===== src/rtl/irq_router_pkg.sv =====
package irq_router_pkg;

    typedef enum logic [1:0] {
        MODE_PIN    = 2'b00,
        MODE_SINGLE = 2'b01,
        MODE_MULTI  = 2'b10,
        MODE_PIN_R  = 2'b11
    } irq_mode_e;

    function automatic logic mode_is_msg(irq_mode_e m);
        return (m == MODE_SINGLE) || (m == MODE_MULTI);
    endfunction

endpackage


===== src/rtl/irq_prio_pick.sv =====
module irq_prio_pick #(
    parameter int N    = 8,
    localparam int IW  = (N > 1) ? $clog2(N) : 1
) (
    input  logic [N-1:0]  req,
    output logic          found,
    output logic [IW-1:0] idx
);
    always_comb begin
        found = 1'b0;
        idx   = '0;
        for (int i = N - 1; i >= 0; i--) begin
            if (req[i]) begin
                found = 1'b1;
                idx   = IW'(i);
            end
        end
    end
endmodule


===== src/rtl/irq_pin_drv.sv =====
module irq_pin_drv #(
    parameter int N = 8
) (
    input  logic           clk,
    input  logic           rst_n,
    input  logic [N-1:0]   pending,
    input  logic [2*N-1:0] route,
    input  logic           pins_en,
    output logic           pri_n,
    output logic           alt_n
);
    localparam int NPIN = 2;

    typedef struct packed {
        logic [NPIN-1:0] pin_n;
    } pin_state_t;

    pin_state_t st_d, st_q;
    logic [NPIN-1:0] hit;

    for (genvar p = 0; p < NPIN; p++) begin : g_pin
        logic [N-1:0] sel;
        for (genvar i = 0; i < N; i++) begin : g_src
            assign sel[i] = route[2*i + p];
        end
        assign hit[p] = |(pending & sel);
    end

    always_comb begin
        st_d = st_q;
        for (int p = 0; p < NPIN; p++) begin
            st_d.pin_n[p] = ~(pins_en & hit[p]);
        end
    end

    always_ff @(posedge clk or negedge rst_n) begin
        if (!rst_n) st_q <= '{pin_n: '1};
        else        st_q <= st_d;
    end

    assign pri_n = st_q.pin_n[0];
    assign alt_n = st_q.pin_n[1];
endmodule


===== src/rtl/irq_msg_ctrl.sv =====
module irq_msg_ctrl
    import irq_router_pkg::*;
#(
    parameter int N       = 8,
    parameter int ADDR_W  = 32,
    parameter int DATA_W  = 32,
    localparam int IW     = (N > 1) ? $clog2(N) : 1
) (
    input  logic                clk,
    input  logic                rst_n,
    input  logic [N-1:0]        pending,
    input  irq_mode_e           mode,
    input  logic [ADDR_W-1:0]   single_addr,
    input  logic [DATA_W-1:0]   single_data,
    input  logic [N*ADDR_W-1:0] vec_addr,
    input  logic [N*DATA_W-1:0] vec_data,
    input  logic                done,
    output logic                valid,
    output logic [ADDR_W-1:0]   addr,
    output logic [DATA_W-1:0]   data,
    output logic [IW-1:0]       src
);
    typedef struct packed {
        logic [N-1:0]      sent;
        logic              valid;
        logic [ADDR_W-1:0] addr;
        logic [DATA_W-1:0] data;
        logic [IW-1:0]     src;
    } msg_state_t;

    msg_state_t st_d, st_q;
    logic [N-1:0] eligible;
    logic         pick_found;
    logic [IW-1:0] pick_idx;
    logic         msg_on;

    assign msg_on   = mode_is_msg(mode);
    assign eligible = pending & ~st_q.sent;

    irq_prio_pick #(.N(N)) u_pick (
        .req   (eligible),
        .found (pick_found),
        .idx   (pick_idx)
    );

    always_comb begin
        st_d = st_q;
        // a source that drops out of pending is re-armed
        st_d.sent = st_q.sent & pending;
        if (!msg_on) begin
            st_d.sent = '0;
        end
        if (st_q.valid && done) begin
            st_d.valid = 1'b0;
        end
        if (!st_q.valid && msg_on && pick_found) begin
            st_d.valid          = 1'b1;
            st_d.src            = pick_idx;
            st_d.sent[pick_idx] = 1'b1;
            if (mode == MODE_MULTI) begin
                st_d.addr = vec_addr[pick_idx*ADDR_W +: ADDR_W];
                st_d.data = vec_data[pick_idx*DATA_W +: DATA_W];
            end else begin
                st_d.addr = single_addr;
                st_d.data = single_data;
            end
        end
    end

    always_ff @(posedge clk or negedge rst_n) begin
        if (!rst_n) st_q <= '0;
        else        st_q <= st_d;
    end

    assign valid = st_q.valid;
    assign addr  = st_q.addr;
    assign data  = st_q.data;
    assign src   = st_q.src;
endmodule


===== src/rtl/irq_router.sv =====
module irq_router
    import irq_router_pkg::*;
#(
    parameter int NUM_SRC = 8,
    parameter int ADDR_W  = 32,
    parameter int DATA_W  = 32,
    localparam int IW     = (NUM_SRC > 1) ? $clog2(NUM_SRC) : 1
) (
    input  logic                      clk,
    input  logic                      rst_n,
    input  logic [NUM_SRC-1:0]        src_req,
    input  logic [NUM_SRC-1:0]        host_mask,
    input  logic [2*NUM_SRC-1:0]      route_cfg,
    input  logic [1:0]                mode_sel,
    input  logic [ADDR_W-1:0]         single_addr,
    input  logic [DATA_W-1:0]         single_data,
    input  logic [NUM_SRC*ADDR_W-1:0] vec_addr,
    input  logic [NUM_SRC*DATA_W-1:0] vec_data,
    input  logic                      msg_done,
    output logic                      irq_pri_n,
    output logic                      irq_alt_n,
    output logic                      msg_valid,
    output logic [ADDR_W-1:0]         msg_addr,
    output logic [DATA_W-1:0]         msg_data,
    output logic [IW-1:0]             msg_src
);
    typedef struct packed {
        irq_mode_e mode;
    } top_state_t;

    top_state_t st_d, st_q;
    irq_mode_e  cur_mode_q;
    logic [NUM_SRC-1:0] pending;

    assign pending    = src_req & ~host_mask;
    assign cur_mode_q = st_q.mode;

    always_comb begin
        st_d = st_q;
        if (!msg_valid) begin
            st_d.mode = irq_mode_e'(mode_sel);
        end
    end

    always_ff @(posedge clk or negedge rst_n) begin
        if (!rst_n) st_q <= '{mode: MODE_PIN};
        else        st_q <= st_d;
    end

    irq_pin_drv #(.N(NUM_SRC)) u_pins (
        .clk     (clk),
        .rst_n   (rst_n),
        .pending (pending),
        .route   (route_cfg),
        .pins_en (!mode_is_msg(cur_mode_q)),
        .pri_n   (irq_pri_n),
        .alt_n   (irq_alt_n)
    );

    irq_msg_ctrl #(.N(NUM_SRC), .ADDR_W(ADDR_W), .DATA_W(DATA_W)) u_msg (
        .clk         (clk),
        .rst_n       (rst_n),
        .pending     (pending),
        .mode        (cur_mode_q),
        .single_addr (single_addr),
        .single_data (single_data),
        .vec_addr    (vec_addr),
        .vec_data    (vec_data),
        .done        (msg_done),
        .valid       (msg_valid),
        .addr        (msg_addr),
        .data        (msg_data),
        .src         (msg_src)
    );
endmodule


===== config.mk =====
export PLATFORM = sky130hd
export DESIGN_NAME = irq_router
export DESIGN_NICKNAME = d
export VERILOG_FILES = /design/src/rtl/irq_router_pkg.sv /design/src/rtl/irq_prio_pick.sv /design/src/rtl/irq_pin_drv.sv /design/src/rtl/irq_msg_ctrl.sv /design/src/rtl/irq_router.sv
export SDC_FILE = /design/constraint.sdc
export NUM_CORES = 1
export LEC_CHECK = 0
export BUFFER_PORTS_ARGS = -buffer_cell sky130_fd_sc_hd__clkbuf_2
export CORE_AREA = 4 4 261 263
export DETAILED_ROUTE_END_ITERATION = 10
export DIE_AREA = 0 0 265 267
export HOLD_SLACK_MARGIN = 0.03
export PLACE_DENSITY = 0.34
export SYNTH_ARGS = -nofsm -noshare
export SYNTH_HDL_FRONTEND = slang
export SYNTH_SLANG_ARGS = --single-unit

===== constraint.sdc =====
create_clock -name clk -period 2.5 [get_ports clk]
set_input_delay 0.375 -clock clk [delete_from_list [all_inputs] [get_ports clk]]
set_output_delay 0.375 -clock clk [all_outputs]
set_load 0.1 [all_outputs]

After elaboration in Yosys (flattened, before gate mapping)
Index checks and enable logic that the tools add are counted.
{"block": "totals", "ff_bits": 80, "out_inout_bits": 70}
{"block": "op_classes", "bitwise_logic": 12, "reduce_logical": 10, "muxes": 22, "magnitude_cmp": 2, "eq_ne": 2, "n_shift": 2}
{"cell": "256-bit by 9-bit indexed part select with 32-bit output", "n": 2}
{"cell": "76-bit 2-to-1 mux", "n": 1}
{"cell": "64-bit 2-to-1 mux", "n": 1}
{"cell": "8-bit AND", "n": 5}
{"cell": "3-bit 2-to-1 mux", "n": 8}
{"cell": "8-bit NOT", "n": 2}
{"cell": "8-bit OR reduction", "n": 2}
{"cell": "1-bit 2-to-1 mux", "n": 10}
{"cell": "8-bit 2-to-1 mux", "n": 1}
{"cell": "8-bit bitwise OR", "n": 1}
{"cell": "1-bit logical AND", "n": 4}
{"cell": "3-bit by 4-bit < comparator with 1-bit output (second input constant)", "n": 1}
{"cell": "1-bit demux with 3-bit select", "n": 1}
{"cell": "3-bit by 1-bit >= comparator with 1-bit output (second input constant)", "n": 1}
{"cell": "1-bit AND", "n": 2}
{"cell": "2-bit by 1-bit == test with 1-bit output (second input constant)", "n": 1}
{"cell": "2-bit == test (second input constant)", "n": 1}
{"cell": "1-bit zero test", "n": 2}
{"cell": "1-bit NOT", "n": 2}
{"cell": "2-bit nonzero test", "n": 1}
{"cell": "1-bit logical OR", "n": 1}

Depth between registers and ports, before layout
{"block": "depth", "word_depth": 17, "depth_mapped": 9}

Modules after synthesis
Synthesis repeated with hierarchy kept, for this count alone.
{"block": "unflattened", "cells_unflattened": 879, "area_unflattened_um2": 8695.8}
{"module": "irq_msg_ctrl", "cells_per_inst": 841, "instances": 1, "seq_area_each_um2": 1901.8, "area_each_um2": 8321.7}
{"module": "irq_pin_drv", "cells_per_inst": 12, "instances": 1, "seq_area_each_um2": 52.6, "area_each_um2": 155.1}
{"module": "irq_router", "cells_per_inst": 13, "instances": 1, "seq_area_each_um2": 50.0, "area_each_um2": 138.9}
{"module": "irq_prio_pick", "cells_per_inst": 13, "instances": 1, "seq_area_each_um2": 0.0, "area_each_um2": 80.1}

Worst setup path after synthesis
Ideal clock, no wire load.
{"block": "synth_timing", "path_type": "reg2reg", "from": "register u_msg.st_q, in the netlist u_msg.valid", "to": "register u_msg.st_q, in the netlist u_msg.addr[0]", "setup_ns": 0.139, "synth_period_minus_slack_ns": 2.273, "required_ns": 2.361, "path_stages_with_launch": 7, "setup_slack_ns": 0.227, "path_buffers": 2, "arrival_time_ns": 2.134, "cell_sequence": "dfrtp_1 clkbuf_1 nor2_2 nand3_1 clkbuf_1 o32ai_1 o32ai_2"}
{"block": "synth_between", "elab_chain_len": 3}
{"item": "from (decl)", "line": "irq_msg_ctrl.sv:31", "text": "msg_state_t st_d, st_q;"}
{"item": "from (signal assigned)", "line": "irq_msg_ctrl.sv:72", "text": "else st_q <= st_d;"}
{"item": "1-bit zero test", "line": "irq_msg_ctrl.sv:56", "text": "if (!st_q.valid && msg_on && pick_found) begin"}
{"item": "1-bit logical AND (2 in series)", "line": "irq_msg_ctrl.sv:56"}
No other way between the ends.
A chain may end at the register's enable or synchronous reset.

Final worst setup path
{"block": "layout_timing", "from": "register u_msg.st_q[68] (netlist bit)", "to": "register u_msg.st_q, in the netlist u_msg.data[15]"}
{"block": "layout_between", "elab_chain_len": 5, "elab_cells_between_ends": 7, "classes_between": "shift (1); mux (3); bitwise (2); reduce/logical (1)"}
{"item": "8-bit NOT *", "line": "irq_msg_ctrl.sv:38", "text": "assign eligible = pending & ~st_q.sent;"}
{"item": "8-bit AND *", "line": "irq_msg_ctrl.sv:38"}
{"item": "3-bit 2-to-1 mux", "line": "irq_prio_pick.sv:13", "text": "if (req[i]) begin"}
{"item": "256-bit by 9-bit indexed part select with 32-bit output", "line": "irq_msg_ctrl.sv:62", "text": "st_d.data = vec_data[pick_idx*DATA_W +: DATA_W];"}
{"item": "64-bit 2-to-1 mux", "line": "irq_msg_ctrl.sv:60", "text": "if (mode == MODE_MULTI) begin"}
Every way passes the cells marked *; elsewhere a longest branch is shown, timed or not.

==> results.py <==
metrics = {
    "clock_tree": {
        "cts_buffer_depth": 2,
        "cts_made_buffers": 9,
        "cts.sinks": 80,
        "cts-root-buf": "clkbuf_16",
        "cts_tree": "yes",
        "htreeDepth": 3,
        "path_clk_slew_ns": 0.07,
        "clock_latency_ns": 0.38,
    },
    "finish": {
        "fill_cells": 7335,
        "final_core_util_pct": 23.2,
        "drive_above_1_share_pct": 51.5,
        "fin_nets": 2355,
        "syn_to_final_growth_pct": 49.6,
    },
    "sta": {
        "fmax_mhz": 415,
        "maxSlewViolCount": 0,
        "layout_min_cycle_time_ns": 2.41,
        "fin_skew_ns": 0.0132,
        "tightest_slew_ns": 0.699,
        "setup_viol": 0,
        "setup_ws_ns": 0.0881,
        "rsz0062_at_grt": "false",
        "finalHoldViolations": 0,
        "max-slew-margin-rel_pct": 53.6,
        "period_share_pct": 96.5,
    },
    "synth": {
        "synth_most_common_cell": "a22o_1",
        "ys_warn_count": 0,
        "synthAdderAreaFrac_pct": 0.123,
        "ys_types": 47,
        "synth_top_cell_area_share_pct": 19.2,
        "synth_compound_area_share_pct": 59.6,
        "yosysSeqAreaShare_pct": 19.7,
        "async_flop_share_pct": 100,
        "synth.avg_cell_area_um2": 8.80,
        "synth_area_leaders": "dfrtp_1 19%, a22o_1 17%, o32ai_2 9.6%",
        "synthCells": 1158,
        "synth.area.mux_share_pct": 0.221,
        "synth_ff_type": "dfrtp_1",
        "ys_seq_elements": 80,
        "yosys.area_share.simple_pct": 6.01,
        "synth_top_family_by_area": "compound AO/OA/AOI/OAI gates",
        "synthXorXnorAreaFrac_pct": 0,
        "syn_nets": 1772,
        "synth_common_cells": "192 x a22o_1, 89 x clkbuf_1, 78 x dfrtp_1, 76 x buf_4, 74 x nor2_1",
        "synth.largest_area_cell": "dfrtp_1",
        "netlist_area_um2": 10200,
        "synth_edf_count": 0,
    },
    "grt": {
        "grt_antenna_before_repair": 9,
        "gr-total-overflow": 0,
        "grt_pass1_vias": 13755,
        "grt_max_degree": 65,
        "grt_first_pass_wirelength_um": 94500,
        "grtUsageTotal_pct": 17.8,
    },
    "die": {
        "fp.dieW_um": 265,
        "ios": 683,
        "die_area_um2": 70800,
        "rows": 94,
        "start_util_pct": 15.5,
        "die_h_um": 267,
        "core-area_um2": 65600,
    },
    "detailed_routing": {
        "drt_first_iter_violations": 804,
        "routed_via_density": 4.93,
        "routedWlPerCell_um": 25.6,
        "via_count": 12890,
        "route.detailed.drc": 0,
        "drt_pass1_iterations": 5,
        "antenna_left": 0,
        "wirelength_um": 66900,
    },
    "place": {
        "port_buffers": 682,
        "place.gp.congestion": 0.880,
        "place_hpwl_um": 53200,
        "dp_slack_ns": -0.527,
    },
    "worst_setup_path": {
        "worstSetupPathType": "flip-flop to flip-flop",
        "crit_fanout": 14,
        "end_kind": "flip-flop",
        "cp_data_arrival_time_ns": 2.66,
        "start_kind": "flip-flop",
        "critPathRequiredTime_ns": 2.74,
    },
    "pwr": {
        "peakVddDrop_mv": 0.456,
        "p_leak_nw": 7.02,
        "p_per_area_nw_per_um2": 1240,
    },
    "min_path": {
        "hp-class": "primary input to flip-flop",
    },
    "status": {
        "outcome": "completed",
    },
    "flow_run": {
        "drv_cap": 0,
    },
}
-- power by group --
part	internal, mW	switching, mW
clock	0.738	0.708
sequential	1.97	0.396
combinational	4.99	10.0
-- registers in the layout, indices dropped and copies added, names as in the netlist --
| name | cells |
|---|---|
| cur_mode_q | 2 |
| u_msg.valid | 1 |
| u_msg.data | 32 |
| u_msg.st_q | 8 |
| u_pins.st_q | 2 |
| u_msg.addr | 32 |
| u_msg.src | 3 |
-- critical path, cell delays in order (launching register included) --
cell and delay [ns]:
dfrtp_1 0.39, or3b_1 0.56, nand4_4 0.18, buf_12 0.19, buf_4 0.16, o31ai_1 0.09
a211oi_1 0.54, o32ai_2 0.14
-- routing by layer --
layer | track usage, % | share of wire [%] | wire length [um]
met5 | 0 | 0.10 | 67
met4 | 6.90 | 3.4 | 2270
met3 | 4.07 | 6.5 | 4380
met2 | 31.4 | 50 | 33700
met1 | 21.0 | 40 | 26500
-- per-stage QoR --
step	TNS, ns	instance area [um2]	hold slack (ns)	instances	power [mW]
after floorplan	0	10200	0.0794	1158	13.5
after global placement	-1.12	14900	0.286	2592	17.5
after detailed placement	-1.31	14900	0.286	2592	17.6
after CTS	0	15200	0.132	2609	19.1
after global routing	0	15200	0.159	2612	19.9
final	0	15200	0.178	2613	18.8
-- final timing paths --
| check | slack, ns | cells past startpoint | endpoint | start |
|---|---|---|---|---|
| min in group asynchronous | 0.45 | 2 | u_msg.data[29]$_DFFE_PN0P_ | rst_n |
| min | 0.18 | 2 | u_msg.valid$_DFFE_PN0P_ | msg_done |
| max | 0.09 | 7 | u_msg.data[15]$_DFFE_PN0P_ | u_msg.st_q[68]$_DFF_PN0_ |
| max in group asynchronous | 1.29 | 3 | u_msg.addr[22]$_DFFE_PN0P_ | rst_n |
| min reg2reg | 0.49 | 2 | u_msg.src[0]$_DFFE_PN0P_ | u_msg.src[0]$_DFFE_PN0P_ |
| max reg2reg | 0.09 | 7 | u_msg.data[15]$_DFFE_PN0P_ | u_msg.st_q[68]$_DFF_PN0_ |
-- placed cells by master (no fill, tap or decap), drive strengths merged, types with 2 or more instances in the layout --
master   Yosys  layout
a211oi      68      68
a21oi        5       5
a22o       192     192
a22oi        9       9
a2bb2oi     64      64
a32oi        2       2
a41o         2       2
buf        130     109
clkbuf      89     692
clkinv       0       2
dfrtp       78      78
dfstp        2       2
diode        0       3
inv         68      70
mux2         2       2
nand2        9       9
nor2        75      75
nor2b        8       8
nor3b        9       9
nor4         2       2
o211ai       2       2
o21a        66      66
o21ai        4       4
o221ai      64      64
o31ai       64      64
o32ai      128     128
or3b         7       7
-- final cells by class --
type | instances | area (um2) | share of cell area (%)
flip-flops and latches | 80 | 2000 | 13.2
repair buffers | 791 | 4700 | 30.9
well taps | 864 | 1080 | 7.10
diodes | 3 | 7.51 | 0.0493
inverters | 68 | 255 | 1.68
clock inverters | 5 | 38.8 | 0.255
clock buffers | 11 | 253 | 1.66
multi-input cells | 791 | 6890 | 45.3
-- logic make-up (layout without fill, tap and decap cells) --
logic type                 count (synthesis)  after routing
AOI/OAI and AO/OA                        672            672
buffers and inverters                    287            875
and+or+nand+nor                          116            116
DFF                                       80             80
muxes                                      2              2
adders and majority gates                  1              1
other                                      0              3
-- timing repair --
| item | in CTS | in global routing |
|---|---|---|
| endpoints found under the setup margin | 9 | 3 |
| resized for setup | 5 | 1 |
| buffers inserted | 0 | 1 |
| endpoints found under the hold margin | 13 | 0 |
| pin swaps | 0 | 1 |
| hold buffers | 1 | 0 |
(Power assumes the default switching activity.)
